### src/rtl/wordstore_pkg.sv
package wordstore_pkg;
  localparam int WS_XLEN   = 64;
  localparam int WS_WORD   = 32;
  localparam int WS_NREG   = 32;
  localparam int WS_DISP_W = 16;

  typedef enum logic {
    WS_IDLE = 1'b0,
    WS_XFER = 1'b1
  } ws_state_e;
endpackage

### src/rtl/ws_addr_gen.sv
module ws_addr_gen #(
  parameter int XLEN   = wordstore_pkg::WS_XLEN,
  parameter int NREG   = wordstore_pkg::WS_NREG,
  parameter int DISP_W = wordstore_pkg::WS_DISP_W,
  parameter int STEP   = wordstore_pkg::WS_WORD / 8,
  localparam int IDX_W = $clog2(NREG)
) (
  input  logic             clk,
  input  logic             rst,
  input  logic             load_i,
  input  logic             step_i,
  input  logic [IDX_W-1:0] first_idx_i,
  input  logic [IDX_W-1:0] base_idx_i,
  input  logic [XLEN-1:0]  base_val_i,
  input  logic [DISP_W-1:0] disp_i,
  output logic [XLEN-1:0]  addr_o,
  output logic [IDX_W-1:0] idx_o,
  output logic             last_o
);

  // Widen the displacement by copying its sign bit.
  function automatic logic [XLEN-1:0] widen_disp(input logic [DISP_W-1:0] d);
    return {{(XLEN-DISP_W){d[DISP_W-1]}}, d};
  endfunction

  // Index 0 means a zero base, not the register's contents.
  function automatic logic [XLEN-1:0] start_addr(input logic [IDX_W-1:0] bidx,
                                                 input logic [XLEN-1:0]  bval,
                                                 input logic [DISP_W-1:0] d);
    logic [XLEN-1:0] base;
    base = (bidx == '0) ? '0 : bval;
    return base + widen_disp(d);
  endfunction

  // Next word address, wrapping at the top of the address space.
  function automatic logic [XLEN-1:0] bump_addr(input logic [XLEN-1:0] a);
    return a + XLEN'(STEP);
  endfunction

  logic [XLEN-1:0]  addr_q;
  logic [IDX_W-1:0] idx_q;

  always_ff @(posedge clk) begin
    if (rst) begin
      addr_q <= '0;
      idx_q  <= '0;
    end else if (load_i) begin
      addr_q <= start_addr(base_idx_i, base_val_i, disp_i);
      idx_q  <= first_idx_i;
    end else if (step_i) begin
      addr_q <= bump_addr(addr_q);
      idx_q  <= idx_q + 1'b1;
    end
  end

  assign addr_o = addr_q;
  assign idx_o  = idx_q;
  assign last_o = (idx_q == IDX_W'(NREG - 1));

  AST_STEP_MOVES: assert property (@(posedge clk) disable iff (rst)
    step_i |=> (idx_o == $past(idx_o) + 1'b1) && (addr_o - $past(addr_o) == XLEN'(STEP)))
    else $error("step did not advance index and address");

  AST_QUIET_HOLDS: assert property (@(posedge clk) disable iff (rst)
    (!load_i && !step_i) |=> ($stable(addr_o) && $stable(idx_o)))
    else $error("address or index moved without load or step");

  AST_NO_STEP_PAST_END: assert property (@(posedge clk) disable iff (rst)
    step_i |-> !last_o)
    else $error("step requested beyond last register");

endmodule

### src/rtl/ws_ctrl.sv
module ws_ctrl
  import wordstore_pkg::*;
(
  input  logic clk,
  input  logic rst,
  input  logic start_i,
  input  logic le_mode_i,
  input  logic ready_i,
  input  logic last_i,
  output logic busy_o,
  output logic done_o,
  output logic fault_o,
  output logic load_o,
  output logic step_o
);

  ws_state_e state_q;
  logic      launch;
  logic      beat;
  logic      finish;
  logic      le_trap;
  logic      done_q;
  logic      fault_q;

  assign launch  = start_i && (state_q == WS_IDLE);
  assign le_trap = launch && le_mode_i;
  assign beat    = (state_q == WS_XFER) && ready_i;
  assign finish  = beat && last_i;
  assign load_o  = launch && !le_mode_i;
  assign step_o  = beat && !last_i;

  always_ff @(posedge clk) begin
    if (rst) begin
      state_q <= WS_IDLE;
      done_q  <= 1'b0;
      fault_q <= 1'b0;
    end else begin
      done_q  <= finish;
      fault_q <= le_trap;
      case (state_q)
        WS_IDLE: if (load_o) state_q <= WS_XFER;
        WS_XFER: if (finish) state_q <= WS_IDLE;
        default: state_q <= WS_IDLE;
      endcase
    end
  end

  assign busy_o  = (state_q == WS_XFER);
  assign done_o  = done_q;
  assign fault_o = fault_q;

  AST_DONE_SINGLE: assert property (@(posedge clk) disable iff (rst)
    done_o |=> !done_o)
    else $error("done lasted more than one cycle");

  AST_LE_TRAPS: assert property (@(posedge clk) disable iff (rst)
    le_trap |=> (fault_o && !busy_o))
    else $error("little-endian start did not fault cleanly");

  AST_FAULT_IDLE: assert property (@(posedge clk) disable iff (rst)
    fault_o |-> !busy_o)
    else $error("fault while busy");

  AST_BUSY_START_IGNORED: assert property (@(posedge clk) disable iff (rst)
    (busy_o && start_i && !ready_i) |=> (busy_o && !fault_o))
    else $error("start while busy disturbed the sequence");

endmodule

### src/rtl/wordstore_seq.sv
module wordstore_seq #(
  parameter int XLEN   = wordstore_pkg::WS_XLEN,
  parameter int WORD_W = wordstore_pkg::WS_WORD,
  parameter int NREG   = wordstore_pkg::WS_NREG,
  parameter int DISP_W = wordstore_pkg::WS_DISP_W,
  localparam int IDX_W = $clog2(NREG)
) (
  input  logic              clk,
  input  logic              rst,
  input  logic              start_i,
  input  logic              le_mode_i,
  input  logic [IDX_W-1:0]  first_reg_i,
  input  logic [IDX_W-1:0]  base_idx_i,
  input  logic [XLEN-1:0]   base_val_i,
  input  logic [DISP_W-1:0] disp_i,
  output logic [IDX_W-1:0]  rf_raddr_o,
  input  logic [XLEN-1:0]   rf_rdata_i,
  output logic              mem_valid_o,
  input  logic              mem_ready_i,
  output logic [XLEN-1:0]   mem_addr_o,
  output logic [WORD_W-1:0] mem_data_o,
  output logic              busy_o,
  output logic              done_o,
  output logic              fault_o
);

  logic             load_w;
  logic             step_w;
  logic             last_w;
  logic             busy_w;
  logic [XLEN-1:0]  addr_w;
  logic [IDX_W-1:0] idx_w;
  logic             accept_w;

  ws_ctrl u_ctrl (
    .clk       (clk),
    .rst       (rst),
    .start_i   (start_i),
    .le_mode_i (le_mode_i),
    .ready_i   (mem_ready_i),
    .last_i    (last_w),
    .busy_o    (busy_w),
    .done_o    (done_o),
    .fault_o   (fault_o),
    .load_o    (load_w),
    .step_o    (step_w)
  );

  ws_addr_gen #(
    .XLEN   (XLEN),
    .NREG   (NREG),
    .DISP_W (DISP_W),
    .STEP   (WORD_W / 8)
  ) u_addr (
    .clk         (clk),
    .rst         (rst),
    .load_i      (load_w),
    .step_i      (step_w),
    .first_idx_i (first_reg_i),
    .base_idx_i  (base_idx_i),
    .base_val_i  (base_val_i),
    .disp_i      (disp_i),
    .addr_o      (addr_w),
    .idx_o       (idx_w),
    .last_o      (last_w)
  );

  assign busy_o      = busy_w;
  assign mem_valid_o = busy_w;
  assign mem_addr_o  = addr_w;
  assign rf_raddr_o  = idx_w;
  assign mem_data_o  = rf_rdata_i[WORD_W-1:0];
  assign accept_w    = mem_valid_o && mem_ready_i;

  AST_STALL_HOLD: assert property (@(posedge clk) disable iff (rst)
    (mem_valid_o && !mem_ready_i) |=> (mem_valid_o && $stable(mem_addr_o) && $stable(rf_raddr_o)))
    else $error("write request changed while stalled");

  AST_LAST_GIVES_DONE: assert property (@(posedge clk) disable iff (rst)
    (accept_w && rf_raddr_o == IDX_W'(NREG - 1)) |=> (done_o && !mem_valid_o))
    else $error("final write not followed by done");

  AST_START_LOADS: assert property (@(posedge clk) disable iff (rst)
    (start_i && !busy_o && !le_mode_i) |=> (busy_o && rf_raddr_o == $past(first_reg_i)))
    else $error("start did not begin at the first register");

  AST_DONE_NOT_BUSY: assert property (@(posedge clk) disable iff (rst)
    done_o |-> !busy_o)
    else $error("done while still busy");

endmodule

### config.mk
export PLATFORM = sky130hd
export DESIGN_NAME = wordstore_seq
export DESIGN_NICKNAME = d
export VERILOG_FILES = /design/src/rtl/wordstore_pkg.sv /design/src/rtl/ws_addr_gen.sv /design/src/rtl/ws_ctrl.sv /design/src/rtl/wordstore_seq.sv
export SDC_FILE = /design/constraint.sdc
export NUM_CORES = 1
export LEC_CHECK = 0
export BUFFER_PORTS_ARGS = -buffer_cell sky130_fd_sc_hd__buf_2
export CAP_MARGIN = 15
export CORE_ASPECT_RATIO = 0.75
export CORE_MARGIN = 2
export CORE_UTILIZATION = 37
export CTS_CLUSTER_DIAMETER = 60
export DETAILED_ROUTE_END_ITERATION = 12
export SYNTH_ARGS = -nofsm -noshare
export SYNTH_HDL_FRONTEND = slang
export SYNTH_HIERARCHICAL = 1
export SYNTH_SLANG_ARGS = --single-unit
### constraint.sdc
create_clock -name clk -period 11.6 [get_ports clk]
set_input_delay 2.32 -clock clk [delete_from_list [all_inputs] [get_ports clk]]
set_output_delay 2.32 -clock clk [all_outputs]
set_load 0.02 [all_outputs]
# Word level (Yosys, flattened, before mapping)

Index checks and enable logic that the tools add are counted.

Add/sub/neg operators: 3
Multiply operators: 0
Div/mod/pow operators: 0
Magnitude comparators: 0
Equal/unequal tests: 1
Shifts and indexed selects: 0
Multiplexer cells: 8
Bitwise operators: 1
Reductions and logical operators: 10

Operators with widths:

| operator              | number |
|---|---|
| $mux 64               | 3 |
| $add 64x3->64 const B | 1 |
| $add 64x64->64        | 1 |
| $mux 5                | 2 |
| $logic_and 1x1->1     | 6 |
| $add 5x1->5 const B   | 1 |
| $eq 5x5->1 const B    | 1 |
| $logic_not 5->1       | 1 |
| $logic_not 1->1       | 2 |
| $mux 1                | 2 |
| $pmux 1 s2            | 1 |
| $reduce_bool 2->1     | 1 |
| $not 1->1             | 1 |

Bits in registers: 72
Latch bits: 0
RAM bits: 0
Bits in read-only memories: 0
Output and inout bits: 105
Word-level logic and storage cells: 28
Memories kept: 0

# Longest topological paths before layout

Gate-level depths: netlist of run 1.

Depth in word-level cells: 5
Gate-level depth with buffers: 16

# Hierarchy

Netlist of run 1, hierarchy kept.

By module, submodules not included:

| module        | instances | cells an instance | area each (um^2) | seq. area each (um^2) |
|---|---|---|---|---|
| ws_addr_gen   | 1         | 1102              | 8129.0           | 1381.3 |
| wordstore_seq | 1         | 33                | 247.7            | 0.0 |
| ws_ctrl       | 1         | 10                | 117.6            | 60.1 |

# Least setup slack after synthesis of run 1

OpenSTA, ideal clock, no wires.

Path type: input -> register
From: in base_idx_i[0]
To: reg u_addr.addr_q[54] (netlist: u_addr/addr_o[54])
Setup time: 0.122 ns
Data arrival time: 5.824 ns
Data required time: 11.478 ns
Path slack: 5.655 ns
Stages on the path: 16
Path buffers: 1
Path through: or4_1 nor2_1 clkbuf_1 nor2b_1 ha_1 inv_1 fa_1 and2b_1 o31ai_2 a2111o_1 a21oi_2 a211o_1 a21oi_1 o21ai_1 a21o_1 a221o_1

Cells in the longest elaborated chain, start to end: 4

Ends and longest elaborated chain:

| item                 | line                | source |
|---|---|---|
| start, declared      | wordstore_seq.sv:13 | `input logic [IDX_W-1:0] base_idx_i,` |
| $logic_not 5->1      | ws_addr_gen.sv:31   | `base = (bidx == '0) ? '0 : bval;` |
| $mux 64              | ws_addr_gen.sv:31   |  |
| $add 64x64->64       | ws_addr_gen.sv:32   | `return base + widen_disp(d);` |
| $mux 64              | ws_addr_gen.sv:47   | `end else if (load_i) begin` |
| end signal, assigned | ws_addr_gen.sv:48   | `addr_q <= start_addr(base_idx_i, base_val_i, disp_i);` |
| end signal, assigned | ws_addr_gen.sv:51   | `addr_q <= bump_addr(addr_q);` |
| end, declared        | ws_addr_gen.sv:40   | `logic [XLEN-1:0] addr_q;` |

No other way between the ends.
A chain may end at the register's enable or synchronous reset.

# Final worst setup path of run 1

From: in base_idx_i[0]
To: reg u_addr.addr_q[56] (netlist: u_addr/addr_o[56])

The elaborated chain is that of the path after synthesis.

==> impl_metrics.ini, run 1 <==
[outcome]
run_status = finished, final reports clean

[pwr]
powerDensity_nw_per_um2 = 101
vdd_drop_max_v = 0.0000758
switching_share = 0.395
share_comb_of_total_power = 0.396
share_clk_of_total_power = 0.300
seqPwrFrac = 0.304
p_leak_uw = 0.00412
p_total_uw = 964
p_switching_uw = 380
cellInternalPower_uw = 584

[setup_path]
critical-path-top-delay-family = compound AO/OA/AOI/OAI gates
criticalPathCategory = in -> reg
worst_path_most_repeated_cell = sky130_fd_sc_hd__nand3_1
cp_data_arrival_time_ps = 6660
regToRegEndpoint = u_addr/addr_o[59]$_SDFFE_PP0N_
cp.buffers_inverters = 2
ff2ff_path_depth = 12
timing.critical_path.cells = buf_2 -> or4_1 -> nor2_4 -> buf_4 -> nor2b_1 -> ha_1 -> nand4_1 -> nor2_1 -> nand3_1 -> o31ai_1 -> o2111ai_2 -> a2111o_1 -> a32oi_1 -> nand3_1
worst_path_largest_cell_delay_ps = 660
timing.reg2reg.setup_slack_ps = 8150
worst_path_max_delay_cell = sky130_fd_sc_hd__o31ai_1
worst_setup_path_end_kind = flop
worstReg2RegStart = u_addr/idx_o[0]$_SDFFE_PP0N_
crit_path_max_fanout = 62
timing.critical_path.from_type = input port
cp_data_required_time_ps = 11820

[route]
dr.first_iter.drc_count = 735
drtAntennaViolNets = 0
wirelength_mm = 26.9
drtPass1Iterations = 5
drt-wirelength-per-cell_um = 17.6
vias = 8699
post_drt_via_cell_ratio = 5.68
remaining_drc_errors = 0

[timing]
totalNegativeSetupSlack_ps = 0
finalHoldViolCount = 0
maxSlewHeadroom = 0.501
skew_ps = 8.46
timing.final.setup_violations = 0
unrepaired_setup_endpoints_after_global_routing = no
slew_viol_final = 0
fmax_mhz = 155
timing_worst_slew_pin_value_ps = 745
layout_worst_path_cycle_share = 0.555
fin_crit_ps = 6440

[logic_synthesis]
yosys_warnings = 6
dominantRegCellSynth = sky130_fd_sc_hd__dfxtp_1
ys_ff_latch = 72
postSynthCellCount = 1145
syn-num-nets = 1371
post_synth.cell_area_avg_um2 = 7.42
synth_largest_type_area_fraction = 0.170
netlist-cell-type-count = 91
synth-edff-count = 0
synth.cell_area_um2 = 8490
ys_top_cells_by_area = sky130_fd_sc_hd__dfxtp_1, sky130_fd_sc_hd__ha_1, sky130_fd_sc_hd__xnor2_1
synth_async_sr_flop_share = 0
post-synth-top-area-cell = sky130_fd_sc_hd__dfxtp_1
ys_seq_area_frac = 0.170

[place]
port-buffer-count = 167
detailed_place_hpwl_mm = 21.1
place.gp.congestion = 0.961

[clock_network]
cts_max_path_buffers = 2
cts-buffers-inserted = 9
worst_skew_pair.late_latency_ps = 340
cts.root.buffer_cell = sky130_fd_sc_hd__clkbuf_16
cts_hold_buffers = 0
cts.sink_count = 72
htree_num_levels = 3
cts_resized = 0
path_clk_slew_ps = 70
cts_setup_buffers = 0
clock_tree_from_tritoncts = built

[finish]
areaGrowthSynthToFinish_pct = 12.4
final_net_count = 1458
post_route_cells_drive_above_1_share = 0.184
antenna_cells_inserted = 0

[die]
dieArea_um2 = 24200
rows = 47
io_pins = 264
die-height_um = 135
initial_core_util = 0.381
core_um2 = 22300
die_x_um = 179

[worst_hold_path]
beginning_of_the_worst_hold_path = u_addr/addr_o[0]$_SDFFE_PP0P_
worstHoldPathType = reg -> reg
hold_path_depth = 2
worst_hold_path.endpoint = u_addr/addr_o[0]$_SDFFE_PP0P_

[grt]
grt_start_max_net_pins = 71
global_route.usage.total = 0.217
grt_antenna_before_repair = 0
overflow = 0
number_of_global_route_vias_before_repair = 7735
grt_pass1_wl_mm = 41.8

[job]
drv_cap = 0
cell usage after synthesis, types with 3 or more instances:
cell / instances
sky130_fd_sc_hd__nor4_2: 3
sky130_fd_sc_hd__buf_2: 11
sky130_fd_sc_hd__nand2b_1: 5
sky130_fd_sc_hd__mux2i_1: 3
sky130_fd_sc_hd__a21oi_1: 88
sky130_fd_sc_hd__and3_1: 17
sky130_fd_sc_hd__inv_1: 28
sky130_fd_sc_hd__nor3b_1: 3
sky130_fd_sc_hd__o2111ai_1: 4
sky130_fd_sc_hd__nor2b_1: 69
sky130_fd_sc_hd__a2111o_1: 3
sky130_fd_sc_hd__xor2_1: 46
sky130_fd_sc_hd__xnor2_1: 60
sky130_fd_sc_hd__nor2_1: 100
sky130_fd_sc_hd__a31oi_1: 13
sky130_fd_sc_hd__o21a_1: 7
sky130_fd_sc_hd__nor3_1: 27
sky130_fd_sc_hd__a211oi_1: 45
sky130_fd_sc_hd__o22ai_1: 6
sky130_fd_sc_hd__o31ai_1: 7
sky130_fd_sc_hd__a31o_2: 3
sky130_fd_sc_hd__o21ai_0: 45
sky130_fd_sc_hd__or2_2: 4
sky130_fd_sc_hd__nand3_1: 27
sky130_fd_sc_hd__and4_1: 8
sky130_fd_sc_hd__o211ai_1: 9
sky130_fd_sc_hd__a21o_1: 46
sky130_fd_sc_hd__or3_1: 6
sky130_fd_sc_hd__ha_1: 66
sky130_fd_sc_hd__nand4_1: 42
sky130_fd_sc_hd__and2_1: 6
sky130_fd_sc_hd__clkbuf_1: 51
sky130_fd_sc_hd__o21bai_1: 15
sky130_fd_sc_hd__nor4_1: 9
sky130_fd_sc_hd__nand2_1: 89
sky130_fd_sc_hd__a211o_1: 3
sky130_fd_sc_hd__dfxtp_1: 72
sky130_fd_sc_hd__buf_4: 33
cell families after synthesis:
kind of cell / share of synthesized area
DFF: 0.170
adders and majority gates: 0.0996
AOI/OAI and AO/OA: 0.264
buffers and inverters: 0.0728
and+or+nand+nor: 0.282
muxes: 0.00354
xor gates and xnor gates: 0.109
final cells by class:
| type | count | area [um2] |
|---|---|---|
| clock inverter | 7 | 77.6 |
| clock buffer | 9 | 225 |
| fill | 2339 | 12700 |
| sequential | 72 | 1440 |
| timing repair buffer | 173 | 881 |
| inverter | 29 | 109 |
| multi-input combinational | 947 | 6450 |
| tap | 294 | 368 |
sequential cells by signal (all words and copies together) (netlist names):
name            count
u_ctrl/done_o       1
u_ctrl/fault_o      1
u_ctrl/busy_o       1
u_addr/addr_o      64
u_addr/idx_o        5
how the worst max path moves through the flow:
stage | from | endpoint | slack [ps] | cells past startpoint
floorplan | base_idx_i[0] | u_addr/addr_o[54]$_SDFFE_PP0N_ | 5650 | 16
global placement | base_idx_i[0] | u_addr/addr_o[57]$_SDFFE_PP0N_ | 4900 | 15
detailed placement | base_idx_i[0] | u_addr/addr_o[57]$_SDFFE_PP0N_ | 4830 | 15
CTS | base_idx_i[0] | u_addr/addr_o[57]$_SDFFE_PP0N_ | 5160 | 15
global route | base_idx_i[0] | u_addr/addr_o[57]$_SDFFE_PP0N_ | 4900 | 15
finish | base_idx_i[0] | u_addr/addr_o[56]$_SDFFE_PP0N_ | 5160 | 14
worst min-delay path: stages (launching register included):
cell and delay [ps]:
sky130_fd_sc_hd__dfxtp_1 330, sky130_fd_sc_hd__mux2i_1 60, sky130_fd_sc_hd__nor2_1 70
layer usage:
layer | wire [um] | vias up | track usage | part of all wire
met4 | 167 | 0 | 0.0262 | 0.0062
met3 | 2130 | 16 | 0.0404 | 0.079
met2 | 11000 | 324 | 0.316 | 0.41
met5 | 0 | - | 0 | 0
met1 | 13600 | 4048 | 0.335 | 0.50
li1 | - | 4311 | - | -
power groups by stage:
stage / registers, uW / clock network, uW / logic (uW)
detailed placement: 299 / 0 / 375
CTS: 293 / 293 / 378
global placement: 298 / 0 / 375
global route: 297 / 305 / 421
finish: 293 / 289 / 382
floorplan: 315 / 0 / 264
stage by stage:
step / setup slack, ps / instances / utilization / area [um2] / hold slack, ps
4_1_cts: 5160 / 1531 / 0.429 / 9550 / 506
5_1_grt: 4900 / 1531 / 0.429 / 9550 / 529
2_1_floorplan: 5650 / 1145 / - / 8490 / 564
3_5_place_dp: 4830 / 1515 / 0.415 / 9250 / 491
3_3_place_gp: 4900 / 1515 / 0.415 / 9250 / 470
6_report: 5160 / 1531 / 0.429 / 9550 / 497
placed cells by master, fill, tap and decap left out, types with 27 or more instances in the layout:
cell                         n
sky130_fd_sc_hd__nand3_1    27
sky130_fd_sc_hd__inv_1      28
sky130_fd_sc_hd__a21o_1     46
sky130_fd_sc_hd__a21oi_1    88
sky130_fd_sc_hd__ha_1       66
sky130_fd_sc_hd__a211oi_1   45
sky130_fd_sc_hd__xnor2_1    60
sky130_fd_sc_hd__nor3_1     27
sky130_fd_sc_hd__nand2_1    89
sky130_fd_sc_hd__xor2_1     46
sky130_fd_sc_hd__o21ai_0    45
sky130_fd_sc_hd__dfxtp_1    72
sky130_fd_sc_hd__nand4_1    42
sky130_fd_sc_hd__nor2_1     99
sky130_fd_sc_hd__nor2b_1    69
sky130_fd_sc_hd__buf_2     167
(Power assumes the default switching activity.)
==> inputs of run 2 (changes only) <==
--- a/config.mk
+++ b/config.mk
@@ -5,6 +5,7 @@
 export SDC_FILE = /design/constraint.sdc
 export NUM_CORES = 1
 export LEC_CHECK = 0
+export ABC_AREA = 1
 export BUFFER_PORTS_ARGS = -buffer_cell sky130_fd_sc_hd__buf_2
 export CAP_MARGIN = 15
 export CORE_ASPECT_RATIO = 0.75
==> constraint.sdc (replaced) <==
create_clock -name clk -period 6.2 [get_ports clk]
set_input_delay 1.24 -clock clk [delete_from_list [all_inputs] [get_ports clk]]
set_output_delay 1.24 -clock clk [all_outputs]
set_load 0.02 [all_outputs]
==> run 2 against run 1 <==
  * Critical path depth grew 7
  * Setup slack lost 3100 ps
  * Die area grew 31%
  * First-iteration DRC count grew 57%
  * Routed wire length grew 60%
  * Flip-flop and latch count is the same
  * Count of clock-buffer cells in the layout grew 2
  * Via count grew 57%
  * Synthesized cell count grew 90%
==> impl_metrics.ini, run 2 <==
[route]
drt-wirelength-per-cell_um = 15.9
drtAntennaViolNets = 0
wirelength_mm = 43.0
dr.first_iter.drc_count = 1157
wl_met2_mm = 17.4
post_drt_via_cell_ratio = 5.07
routed.top_layer = met4
vias = 13695
remaining_drc_errors = 0
route.met3.wl_mm = 4.06
detail_route.wirelength.met1_mm = 20.6
drtPass1Iterations = 6

[die]
io_pins = 264
die_x_um = 205
dieArea_um2 = 31800
die-height_um = 155
initial_core_util = 0.374
core_um2 = 30000
rows = 55

[setup_path]
crit_path_max_fanout = 45
cp_data_required_time_ps = 6440
worst_setup_path_end_kind = flop
ff2ff_path_depth = 15
criticalPathCategory = in -> reg
timing.critical_path.from_type = input port
cp_data_arrival_time_ps = 4360

[logic_synthesis]
ys_ff_latch = 72
syn-num-nets = 2406
synth.cell_area_um2 = 11200
post_synth.cell_area_avg_um2 = 5.15
synth.cells.most_frequent = sky130_fd_sc_hd__nand2_1, sky130_fd_sc_hd__inv_1, sky130_fd_sc_hd__nor2_1, sky130_fd_sc_hd__a21oi_1, sky130_fd_sc_hd__nand3_1
synth_most_common_cell = sky130_fd_sc_hd__nand2_1
dominantRegCellSynth = sky130_fd_sc_hd__dfxtp_1
synth_largest_type_area_fraction = 0.250
ys_seq_area_frac = 0.128
synth_async_sr_flop_share = 0
netlist-cell-type-count = 44
ys_top_cells_by_area = sky130_fd_sc_hd__nand2_1, sky130_fd_sc_hd__inv_1, sky130_fd_sc_hd__dfxtp_1
yosys_warnings = 6
synth-edff-count = 0
postSynthCellCount = 2180
post-synth-top-area-cell = sky130_fd_sc_hd__nand2_1

[place]
port-buffer-count = 167
detailed_place_hpwl_mm = 35.8
placed_cell_area_um2 = 12200
place.gp.congestion = 0.972
place.detailed.instances = 2683

[pwr]
cellInternalPower_uw = 1100
p_switching_uw = 863
powerDensity_nw_per_um2 = 157
vdd_drop_max_v = 0.000125
p_leak_uw = 0.00706
seqPwrFrac = 0.289
share_comb_of_total_power = 0.437
switching_share = 0.440
share_clk_of_total_power = 0.274

[timing]
maxSlewHeadroom = 0.354
totalNegativeSetupSlack_ps = 0
fin_crit_ps = 4120
fmax_mhz = 243
finalHoldViolCount = 0
timing_worst_slew_pin_value_ps = 969
slew_viol_final = 0
unrepaired_setup_endpoints_after_global_routing = no
skew_ps = 12.2
timing.final.setup_violations = 0
layout_worst_path_cycle_share = 0.664

[job]
drv_cap = 0

[clock_network]
cts_setup_buffers = 0
clock_tree_from_tritoncts = built
path_clk_slew_ps = 50
cts_hold_buffers = 0
worst_skew_pair.late_latency_ps = 360
cts_max_path_buffers = 2
cts-buffers-inserted = 9
cts_resized = 0
htree_num_levels = 3
cts.sink_count = 72
cts.root.buffer_cell = sky130_fd_sc_hd__clkbuf_16

[finish]
largest_register_ffs = 64
areaGrowthSynthToFinish_pct = 11.6
antenna_cells_inserted = 0
stdcell_area_um2 = 12500
final_net_count = 2522
post_route_cells_drive_above_1_share = 0.0965
commonest_non_fill_non_tap_cell_in_the_layout = sky130_fd_sc_hd__nand2_1
post_layout_nonfiller_instances = 2699
utilization = 0.418
layout.cells.most_common_list = sky130_fd_sc_hd__nand2_1, sky130_fd_sc_hd__inv_1, sky130_fd_sc_hd__nor2_1

[grt]
overflow = 0
grt_start_max_net_pins = 65
grt_antenna_before_repair = 0
global_route.usage.total = 0.269
grt_pass1_wl_mm = 66.5
number_of_global_route_vias_before_repair = 12085

[worst_hold_path]
worstHoldPathType = reg -> reg
hold_path_depth = 2

[outcome]
run_status = finished, final reports clean
-- run 2: worst max-delay path, cell delays in order --
cell and delay, ps:
sky130_fd_sc_hd__buf_2 80, sky130_fd_sc_hd__nor3_1 50, sky130_fd_sc_hd__nand2_2 300, sky130_fd_sc_hd__buf_12 250
sky130_fd_sc_hd__nand2_1 70, sky130_fd_sc_hd__inv_1 60, sky130_fd_sc_hd__ha_1 380, sky130_fd_sc_hd__inv_1 100
sky130_fd_sc_hd__fa_1 420, sky130_fd_sc_hd__inv_1 120, sky130_fd_sc_hd__nand3_1 70, sky130_fd_sc_hd__nand3_1 150
sky130_fd_sc_hd__nand2_1 70, sky130_fd_sc_hd__nand2_1 130, sky130_fd_sc_hd__nand3_1 110, sky130_fd_sc_hd__nand3_1 210
sky130_fd_sc_hd__nand2_1 110, sky130_fd_sc_hd__nand3_1 100, sky130_fd_sc_hd__nand2_1 50, sky130_fd_sc_hd__nor2_1 180
sky130_fd_sc_hd__nor2_1 50
-- run 2: area by class of cell --
cell class                 instances  area, um2
fill                            3552      17500
inverter                         424       1590
clock inverter                     4       45.0
clock buffer                      11        243
sequential                        72       1440
timing repair buffer             176        916
multi-input combinational       1613       7790
tap                              399        499
-- run 2: routing by layer --
metal,global-route usage,vias up
li1,-,7001
met1,0.386,6050
met2,0.409,588
met3,0.0575,56
met4,0.0569,0
met5,0,-
-- run 2: power by group through the flow --
stage / registers [uW] / clock network, uW / logic, uW
5_1_grt: 572 / 562 / 963
4_1_cts: 566 / 542 / 852
3_5_place_dp: 576 / 0 / 848
2_1_floorplan: 605 / 0 / 561
3_3_place_gp: 575 / 0 / 839
6_report: 567 / 536 / 858
-- run 2: logic make-up after synthesis --
logic type | share of synthesized area
xor+xnor | 0.0265
buf+inv | 0.178
flops | 0.128
fa+ha+maj | 0.0754
compound gates | 0.133
simple gates | 0.459
-- run 2: per-stage QoR --
stage | setup WS, ps | hold WS [ps] | total power, uW
after floorplan | 2700 | 576 | 1170
after global placement | 1460 | 485 | 1410
after detailed placement | 1420 | 506 | 1420
after CTS | 1770 | 517 | 1960
after global routing | 1780 | 549 | 2100
final | 2080 | 519 | 1960
-- run 2: path summary, 6_finish.rpt --
kind	start	endpoint	slack, ps
worst min-delay path	u_addr/addr_o[0]$_SDFFE_PP0P_	u_addr/addr_o[0]$_SDFFE_PP0P_	520
worst min register to register	u_addr/addr_o[0]$_SDFFE_PP0P_	u_addr/addr_o[0]$_SDFFE_PP0P_	520
worst max register to register	u_addr/idx_o[1]$_SDFFE_PP0N_	u_addr/addr_o[35]$_SDFFE_PP0N_	3370
worst max-delay path	base_idx_i[3]	u_addr/addr_o[56]$_SDFFE_PP0N_	2080
==> inputs of run 3 (changes only) <==
==> constraint.sdc (replaced) <==
create_clock -name clk -period 3.4 [get_ports clk]
set_input_delay 0.68 -clock clk [delete_from_list [all_inputs] [get_ports clk]]
set_output_delay 0.68 -clock clk [all_outputs]
set_load 0.02 [all_outputs]
==> run 3 against run 2 <==
  * Die area stayed put
  * Cell count is 4.3% higher
  * Non-clock buffer count is 116 higher
  * Power is 100% higher
  * First-iteration DRC count is 2.4% higher
  * Sequential power is 83% higher
  * Final area is 8.2% higher
  * Count of clock-buffer cells in the layout is 1 lower
  * Sequential share of layout area is 0.87 points lower
  * Critical path depth is 2 lower
==> impl_metrics.ini, run 3 (synthesized netlist as in run 2, its figures left out) <==
[job]
drv_cap = 0

[setup_path]
worst_path_max_delay_cell = sky130_fd_sc_hd__ha_1
critical-path-top-delay-family = simple AND/OR/NAND/NOR gates
cp_data_required_time_ps = 3650
cp_data_arrival_time_ps = 3510
timing.critical_path.from_type = input port
crit_path_max_fanout = 49
worst_path_largest_cell_delay_ps = 340
worst_path_most_repeated_cell = sky130_fd_sc_hd__nand2_1
worstReg2RegStart = u_addr/idx_o[0]$_SDFFE_PP0N_
timing.critical_path.cells = buf_2 -> nor3_1 -> nand2_2 -> buf_12 -> buf_4 -> nand2_1 -> inv_1 -> ha_1 -> nand2_1 -> nor2_1 -> inv_1 -> nor2_1 -> nand2_1 -> nand2_1 -> nand3_1 -> nand4_1 -> nand3_1 -> nand2_1 -> inv_1
critical_path.startpoint = base_idx_i[3]
criticalPathCategory = in -> reg
cp.buffers_inverters = 6
worst_setup_path_end_kind = flop

[grt]
overflow = 0
grt_pass1_wl_mm = 68.5
global_route.usage.total = 0.276
grt_start_max_net_pins = 50
grt_antenna_before_repair = 0
number_of_global_route_vias_before_repair = 12742

[timing]
slew_viol_final = 0
timing.final.setup_violations = 0
fin_crit_ps = 3260
fin_ws_ps = 144
fmax_mhz = 307
skew_ps = 9.94
maxSlewHeadroom = 0.632
unrepaired_setup_endpoints_after_global_routing = no
layout_worst_path_cycle_share = 0.958
finalHoldViolCount = 0
totalNegativeSetupSlack_ps = 0
timing_worst_slew_pin_value_ps = 553

[clock_network]
cts_max_path_buffers = 2
path_clk_slew_ps = 60
clock_tree_from_tritoncts = built
cts.root.buffer_cell = sky130_fd_sc_hd__clkbuf_16
htree_num_levels = 3
cts-buffers-inserted = 9
cts.sink_count = 72
worst_skew_pair.late_latency_ps = 350

[die]
core_um2 = 30000
dieArea_um2 = 31800
io_pins = 264
rows = 55
initial_core_util = 0.374
die_x_um = 205
die-height_um = 155

[route]
drtAntennaViolNets = 0
drtPass1Iterations = 6
drt-wirelength-per-cell_um = 15.6
vias = 14055
wirelength_mm = 43.8
post_drt_via_cell_ratio = 4.99
dr.first_iter.drc_count = 1185
remaining_drc_errors = 0

[finish]
largest_register_ffs = 64
commonest_non_fill_non_tap_cell_in_the_layout = sky130_fd_sc_hd__nand2_1
layout.cells.most_common_list = sky130_fd_sc_hd__nand2_1, sky130_fd_sc_hd__inv_1, sky130_fd_sc_hd__nor2_1
areaGrowthSynthToFinish_pct = 20.7
antenna_cells_inserted = 0
post_layout_nonfiller_instances = 2816
post_route_cells_drive_above_1_share = 0.146
final_net_count = 2638

[place]
port-buffer-count = 167
place.gp.congestion = 0.972
place.detailed.instances = 2800
pre_cts_slack_ps = -188
detailed_place_hpwl_mm = 36.8

[worst_hold_path]
beginning_of_the_worst_hold_path = u_addr/addr_o[0]$_SDFFE_PP0P_
worstHoldPathType = reg -> reg

[outcome]
run_status = finished, final reports clean

[pwr]
vdd_drop_max_v = 0.000223
powerDensity_nw_per_um2 = 294
p_leak_uw = 0.00768
[run 3: cell types whose count changed in the layout (fill, tap and decap cells not counted), sizes merged]
| cell | delta |
|---|---|
| clkbuf | -1 |
| buf | +116 |
| clkinv | -1 |
| bufinv | +3 |
[run 3: where the power goes]
group          internal [uW]  switching (uW)  total [uW]
Sequential               918             119        1040
Combinational            646            1100        1740
Clock                    809             398        1210
[run 3: layout make-up]
class,count,area [um2]
clock buffer,10,239
tap,399,499
sequential,72,1440
fill,3457,16500
multi-input combinational,1613,7830
timing repair buffer,292,1810
clock inverter,6,130
inverter,424,1590
[run 3: tightest hold or removal path, cell delays in order, from the launching register on]
cell	delay (ps)
sky130_fd_sc_hd__dfxtp_1	320
sky130_fd_sc_hd__o21ai_0	80
sky130_fd_sc_hd__nor2_1	80
[run 3: through the flow]
stage                     total power (uW)  hold WS [ps]   util  instance area, um2
after global placement                2750           485  0.438               13100
after global routing                  4260           534  0.452               13500
after detailed placement              2770           506  0.438               13100
after floorplan                       2130           576      -               11200
after CTS                             3980           516  0.450               13500
final                                 3990           518  0.452               13500
[run 3: repair_timing]
| action | 4_1_cts | 5_1_grt |
|---|---|---|
| hold buffers | 0 | 0 |
| setup buffers | 0 | 0 |
| endpoints found under the setup margin | 0 | 18 |
| resized for setup | 0 | 14 |
[run 3: routing by layer]
| metal | GRT usage | part of all wire |
|---|---|---|
| met2 | 0.431 | 0.41 |
| met5 | 0 | 0 |
| met1 | 0.401 | 0.48 |
| met3 | 0.0442 | 0.087 |
| met4 | 0.0504 | 0.016 |
[run 3: worst paths after layout]
path	to	slack, ps	depth (start not counted)
max	u_addr/addr_o[51]$_SDFFE_PP0N_	140	19
min	u_addr/addr_o[0]$_SDFFE_PP0P_	520	2
max reg2reg	u_addr/addr_o[35]$_SDFFE_PP0N_	690	12
min reg2reg	u_addr/addr_o[0]$_SDFFE_PP0P_	520	2
